==> src/rtl/pic_pkg.sv <==
package pic_pkg;
  typedef enum logic [2:0] {
    ADDR_PEND_LO = 3'd0,
    ADDR_PEND_HI = 3'd1,
    ADDR_EN_LO   = 3'd2,
    ADDR_EN_HI   = 3'd3,
    ADDR_CFG     = 3'd4,
    ADDR_VEC     = 3'd5
  } pic_addr_e;

  // Slot (0 = highest) taken by group g under a group-order setting.
  function automatic int unsigned grp_slot(input int unsigned g, input logic [1:0] ord);
    case (ord)
      2'd1:    return (g + 2) % 3;
      2'd2:    return (g + 1) % 3;
      default: return g;
    endcase
  endfunction
endpackage

==> src/rtl/pic_pend.sv <==
module pic_pend #(
  parameter int NSRC = 37
) (
  input  logic            clk,
  input  logic            rst,
  input  logic [NSRC-1:0] src,
  input  logic [NSRC-1:0] clr,
  output logic [NSRC-1:0] pend
);
  always_ff @(posedge clk) begin
    if (rst) pend <= '0;
    else     pend <= (pend & ~clr) | src;
  end
endmodule

==> src/rtl/pic_rank_sel.sv <==
module pic_rank_sel
  import pic_pkg::*;
#(
  parameter int NSRC     = 37,
  parameter int VW       = 6,
  parameter int GRP_BASE = 8,
  parameter int GRP_SIZE = 4
) (
  input  logic [NSRC-1:0] active,
  input  logic [VW-1:0]   promo,
  input  logic [1:0]      order,
  output logic [VW-1:0]   win
);
  localparam int RW      = $clog2(NSRC + 2);
  localparam int GRP_END = GRP_BASE + 3 * GRP_SIZE;

  logic [RW-1:0] rank [NSRC];

  for (genvar i = 0; i < NSRC; i++) begin : g_rank
    if (i >= GRP_BASE && i < GRP_END) begin : g_grp
      localparam int G = (i - GRP_BASE) / GRP_SIZE;
      localparam int P = (i - GRP_BASE) % GRP_SIZE;
      always_comb begin
        if (promo == VW'(i + 1)) rank[i] = '0;
        else rank[i] = RW'(GRP_BASE + grp_slot(G, order) * GRP_SIZE + P + 1);
      end
    end else begin : g_fix
      always_comb begin
        if (promo == VW'(i + 1)) rank[i] = '0;
        else rank[i] = RW'(i + 1);
      end
    end
  end

  logic [RW-1:0] best;
  always_comb begin
    best = '1;
    win  = '0;
    for (int i = 0; i < NSRC; i++) begin
      if (active[i] && rank[i] < best) begin
        best = rank[i];
        win  = VW'(i + 1);
      end
    end
  end
endmodule

==> src/rtl/pic_regs.sv <==
module pic_regs
  import pic_pkg::*;
#(
  parameter int NSRC = 37,
  parameter int VW   = 6
) (
  input  logic            clk,
  input  logic            rst,
  input  logic            we,
  input  logic [2:0]      addr,
  input  logic [31:0]     wdata,
  input  logic [NSRC-1:0] pend,
  input  logic [VW-1:0]   vec,
  output logic [NSRC-1:0] en,
  output logic [VW-1:0]   promo,
  output logic [1:0]      order,
  output logic [NSRC-1:0] clr,
  output logic [31:0]     rdata
);
  localparam int PAD = 64 - NSRC;

  logic [63:0] pend_w, en_w, clr_w, en_nxt;

  assign pend_w = {{PAD{1'b0}}, pend};
  assign en_w   = {{PAD{1'b0}}, en};

  always_comb begin
    clr_w  = '0;
    en_nxt = en_w;
    if (we) begin
      case (addr)
        ADDR_PEND_LO: clr_w[31:0]   = wdata;
        ADDR_PEND_HI: clr_w[63:32]  = wdata;
        ADDR_EN_LO:   en_nxt[31:0]  = wdata;
        ADDR_EN_HI:   en_nxt[63:32] = wdata;
        default: ;
      endcase
    end
  end

  assign clr = clr_w[NSRC-1:0];

  always_ff @(posedge clk) begin
    if (rst) begin
      en    <= '0;
      promo <= '0;
      order <= '0;
      rdata <= '0;
    end else begin
      en <= en_nxt[NSRC-1:0];
      if (we && addr == ADDR_CFG) begin
        promo <= wdata[VW-1:0];
        order <= wdata[9:8];
      end
      case (addr)
        ADDR_PEND_LO: rdata <= pend_w[31:0];
        ADDR_PEND_HI: rdata <= pend_w[63:32];
        ADDR_EN_LO:   rdata <= en_w[31:0];
        ADDR_EN_HI:   rdata <= en_w[63:32];
        ADDR_CFG:     rdata <= {22'b0, order, 2'b0, promo};
        ADDR_VEC:     rdata <= {{(32-VW){1'b0}}, vec};
        default:      rdata <= '0;
      endcase
    end
  end
endmodule

==> src/rtl/prio_intc.sv <==
module prio_intc #(
  parameter int NSRC     = 37,
  parameter int VW       = 6,
  parameter int GRP_BASE = 8,
  parameter int GRP_SIZE = 4,
  parameter int WDOG_IDX = 0,
  parameter int XL0_IDX  = 1
) (
  input  logic            clk,
  input  logic            rst,
  input  logic [NSRC-1:0] src_i,
  input  logic            bus_we,
  input  logic [2:0]      bus_addr,
  input  logic [31:0]     bus_wdata,
  output logic [31:0]     bus_rdata,
  output logic            irq_o,
  output logic            mcp_o,
  output logic [VW-1:0]   vec_o
);
  localparam logic [NSRC-1:0] MC_SET =
    (NSRC'(1) << WDOG_IDX) | (NSRC'(1) << XL0_IDX);

  logic [NSRC-1:0] pend, en, clr, active;
  logic [VW-1:0]   promo, win;
  logic [1:0]      order;

  pic_pend #(.NSRC(NSRC)) u_pend (
    .clk(clk), .rst(rst), .src(src_i), .clr(clr), .pend(pend)
  );

  pic_regs #(.NSRC(NSRC), .VW(VW)) u_regs (
    .clk(clk), .rst(rst), .we(bus_we), .addr(bus_addr), .wdata(bus_wdata),
    .pend(pend), .vec(vec_o), .en(en), .promo(promo), .order(order),
    .clr(clr), .rdata(bus_rdata)
  );

  assign active = pend & en;

  pic_rank_sel #(
    .NSRC(NSRC), .VW(VW), .GRP_BASE(GRP_BASE), .GRP_SIZE(GRP_SIZE)
  ) u_sel (
    .active(active), .promo(promo), .order(order), .win(win)
  );

  always_ff @(posedge clk) begin
    if (rst) begin
      irq_o <= 1'b0;
      mcp_o <= 1'b0;
      vec_o <= '0;
    end else begin
      irq_o <= |(active & ~MC_SET);
      mcp_o <= |(active & MC_SET);
      vec_o <= win;
    end
  end
endmodule

==> config.mk <==
export PLATFORM = sky130hd
export DESIGN_NAME = prio_intc
export DESIGN_NICKNAME = d
export VERILOG_FILES = /design/src/rtl/pic_pkg.sv /design/src/rtl/pic_pend.sv /design/src/rtl/pic_rank_sel.sv /design/src/rtl/pic_regs.sv /design/src/rtl/prio_intc.sv
export SDC_FILE = /design/constraint.sdc
export NUM_CORES = 1
export LEC_CHECK = 0
export BUFFER_PORTS_ARGS = -buffer_cell sky130_fd_sc_hd__buf_2
export CORE_AREA = 5 5 239 125
export CTS_BUF_LIST = sky130_fd_sc_hd__clkbuf_4
export DETAILED_ROUTE_END_ITERATION = 10
export DIE_AREA = 0 0 244 130
export GPL_ROUTABILITY_DRIVEN = 0
export GPL_TIMING_DRIVEN = 0
export PLACE_DENSITY_LB_ADDON = 0.05
export SLEW_MARGIN = 10
export SYNTH_ARGS = -nofsm -noshare
export SYNTH_HDL_FRONTEND = slang
export SYNTH_SLANG_ARGS = --single-unit
==> constraint.sdc <==
create_clock -name clk -period 42.3 [get_ports clk]
set_input_delay 8.46 -clock clk [delete_from_list [all_inputs] [get_ports clk]]
set_output_delay 8.46 -clock clk [all_outputs]
set_load 0.005 [all_outputs]
==> metrics.csv <==
stage,metric,value,unit
run_status,status,"complete, but fails checks",
run_status,violations,"DRC, setup timing",
synth,synth_nets,1849,
power_and_ir_drop,irDropWorstVdd,0.0162,mV
drt,via_per_inst,6.57,
finish,final_nets,2211,
placed_design,dp_hpwl,41300,um
clock_tree,cts_buffers,17,
floorplan,fp.dieW,244,um
floorplan,ioPinCount,115,
global_routing,grtUsageTotal,0.337,
global_routing,grt.overflow.total,0,
synth,synth_edf_count,0,
power_and_ir_drop,p_leak,6.95,nW
critical_path,timing.setup.critical_path_class,register to register,
critical_path,slowest_delay,0.53,ns
clock_tree,clock_path_buffers,2,
drt,drc,2,
global_routing,antenna_found_initial,0,
drt,via_count,16000,
synth,synth_seq_cells,122,
sta,final_max_slew_viol_count,0,
sta,max_freq,23.6,MHz
floorplan,rows,43,
drt,drtIter0Drc,2395,
critical_path,reg2reg_slack,-0.15,ns
global_routing,grtUsageMet1,0.526,
critical_path,worstPathArrival,43.00,ns
sta,tightest_slew,1.06,ns
critical_path,slowest_stage,or4_4,
power_and_ir_drop,p_per_area,22.1,mW/mm2
floorplan,core-area,0.0273,mm2
sta,setup_ws,-0.148,ns
clock_tree,tritoncts,yes,
clock_tree,cts.sinks,122,
synth,synthDistinctLibCells,126,
sta,fin_skew,0.0303,ns
clock_tree,hold_buffers,0,
critical_path,cp.required,42.85,ns
clock_tree,ctsHtreeMaxLevel,4,
sta,hold-worst-slack,0.486,ns
clock_tree,clk_latency,0.63,ns
drt,ant_nets,0,
placed_design,io_buffers,112,
synth,synthFlopType,dfxtp_1,
finish,layout-drive-gt1-share,0.360,
sta,hold_violations,0,
clock_tree,clkTransAtPathRegs,0.14,ns
global_routing,grt_start_max_net_pins,17,
synth,seq_area_frac_synth,0.201,
synth,syn-cell-area,0.0121,mm2
finish,antennaDiodeCount,0,
sta,min_period_over_period,1.00,
hold_path,hp-class,register to register,
synth,async_reset_ff_frac,0,
sta,slew_headroom,0.291,
synth,synthCells,1698,
floorplan,start_util,0.444,
finish,syn_to_final_growth,42.6,%
drt,wl_per_cell,24.0,um
sta,setup_viol,6,
sta,setup_tns,-0.753,ns
synth,yosysWarningCount,0,
finish,fin_util,0.634,
global_routing,grt_use_met3,0.113,
sta,rsz0062_at_grt,true,
critical_path,worst-path-max-fanout,10,
placed_design,dpl_cell_area,0.0132,mm2
run,maxCapViolations,0,
global_routing,busiest_layer,met1,
drt,wirelength,58400,um
floorplan,die_area,0.0317,mm2
global_routing,grt_pass1_wl,83100,um
drt,first_pass_iters,10,
finish,fin_area,0.0173,mm2
global_routing,grt_pass1_vias,14000,
sta,min_period,42.45,ns
global_routing,use_met2,0.437,
clock_tree,root_buffer,clkbuf_4,
critical_path,cp-start-kind,register,
critical_path,cp_common_cell,ha_4,
synth,syn_avg_cell_area,7.15,um2
critical_path,end_kind,register,
floorplan,die_h,130,um
==> stage by stage <==
stage / setup WS (ns) / std cells / power, W
after floorplan: 0.0319 / 1698 / 0.000201
after global placement: -8.74 / 2170 / 0.000232
after detailed placement: -9.10 / 2170 / 0.000234
after CTS: 0.0137 / 2358 / 0.000347
after global routing: -1.34 / 2433 / 0.000397
final: -0.148 / 2433 / 0.000383
==> sequential cells by signal, summed over array words and instances, names as in the netlist <==
signal,count
u_regs.order,2
u_regs.rdata,32
irq_o,1
u_regs.en,37
u_regs.promo,6
vec_o,6
u_pend.pend,37
mcp_o,1
==> routing by layer <==
layer	vias up	part of all wire
met1	7518	0.45
li1	7036	-
met5	-	0
met3	185	0.15
met4	0	0.028
met2	1242	0.37
==> layout make-up <==
| type | count | area [um2] |
|---|---|---|
| Multi-Input combinational cell | 1459 | 11300 |
| Fill cell | 2314 | 10000 |
| Sequential cell | 122 | 2450 |
| Timing Repair Buffer | 344 | 2330 |
| Tap cell | 360 | 450 |
| Buffer | 61 | 307 |
| Inverter | 55 | 206 |
| Clock buffer | 19 | 143 |
| Clock inverter | 13 | 134 |
==> cell usage after synthesis (10+ instances only) <==
master / n / share of area
nor3_1: 36 / 0.015
a21oi_1: 167 / 0.069
o21ai_0: 65 / 0.027
nand4_1: 10 / 0.0052
a31oi_1: 27 / 0.014
a211oi_1: 19 / 0.012
inv_1: 52 / 0.016
nor2_1: 199 / 0.061
dfxtp_1: 122 / 0.20
nand3_1: 49 / 0.020
a21o_1: 35 / 0.022
or3_1: 10 / 0.0052
and3_1: 22 / 0.011
o211ai_1: 15 / 0.0093
nand2b_1: 12 / 0.0062
ha_1: 76 / 0.078
clkbuf_1: 48 / 0.015
o31ai_1: 10 / 0.0062
a22oi_1: 42 / 0.026
and2_1: 41 / 0.021
a211o_1: 10 / 0.0072
o21a_1: 22 / 0.014
nor2b_1: 16 / 0.0082
mux2i_1: 24 / 0.020
o21ai_1: 11 / 0.0045
mux2_2: 14 / 0.013
or2_2: 12 / 0.0062
nand2_1: 292 / 0.090
==> cell usage in the layout, fill, tap and decap left out, drive strengths merged, types with 16 or more instances in the layout <==
cell type  netlist  layout
a211oi          22      22
a21o            36      36
a21oi          174     174
a22oi           43      43
a31oi           29      29
and2            44      44
and3            23      23
buf             14     357
clkbuf          49      67
dfxtp          122     122
ha              76      76
inv             54      60
mux2            19      20
mux2i           24      24
nand2          293     293
nand3           50      50
nor2           200     200
nor2b           16      16
nor3            38      38
o211ai          20      20
o21a            22      22
o21ai           79      79
o31ai           16      16
==> cells by family (layout without fill, tap and decap cells) <==
kind of cell / after synthesis / after routing / share of synthesized area
DFF: 122 / 122 / 0.201
muxes: 43 / 44 / 0.0383
buffers and inverters: 118 / 492 / 0.0400
AOI/OAI and AO/OA: 580 / 580 / 0.344
xor gates and xnor gates: 2 / 2 / 0.00144
and+or+nand+nor: 757 / 757 / 0.297
adders and majority gates: 76 / 76 / 0.0783
==> worst max-delay path: cells and delay by family (launching register included) <==
family / cells / cell delay, ns
simple gates: 52 / 8.18
fa+ha+maj: 31 / 7.70
flops: 1 / 0.40
mux: 8 / 2.70
compound gates: 110 / 20.64
buf+inv: 21 / 2.57
==> power by group <==
part,switching [W],internal [W],total (W),leakage (nW)
logic,0.0000941,0.0000749,0.000169,5.80
clock network,0.0000569,0.0000321,0.0000890,0.155
registers,0.00000525,0.000119,0.000125,1.00
total,0.000156,0.000226,0.000383,6.95
==> repair_timing <==
action / 4_1_cts / 5_1_grt
gates resized for setup: 227 / 178
cloned: 0 / 1
pin swaps: 130 / 168
buffers inserted: 156 / 76
endpoints found under the setup margin: 6 / 6
==> worst paths after layout <==
| kind | startpoint | to | cells after the start |
|---|---|---|---|
| worst max-delay path | u_regs.promo[1]$_SDFFE_PP0P_ | vec_o[0]$_SDFF_PP0_ | 222 |
| worst min-delay path | u_regs.en[34]$_SDFFE_PP0P_ | u_regs.en[34]$_SDFFE_PP0P_ | 2 |
| worst max register to register | u_regs.promo[1]$_SDFFE_PP0P_ | vec_o[0]$_SDFF_PP0_ | 222 |
| worst min register to register | u_regs.en[34]$_SDFFE_PP0P_ | u_regs.en[34]$_SDFFE_PP0P_ | 2 |
Power figures use the tool's default switching activity.
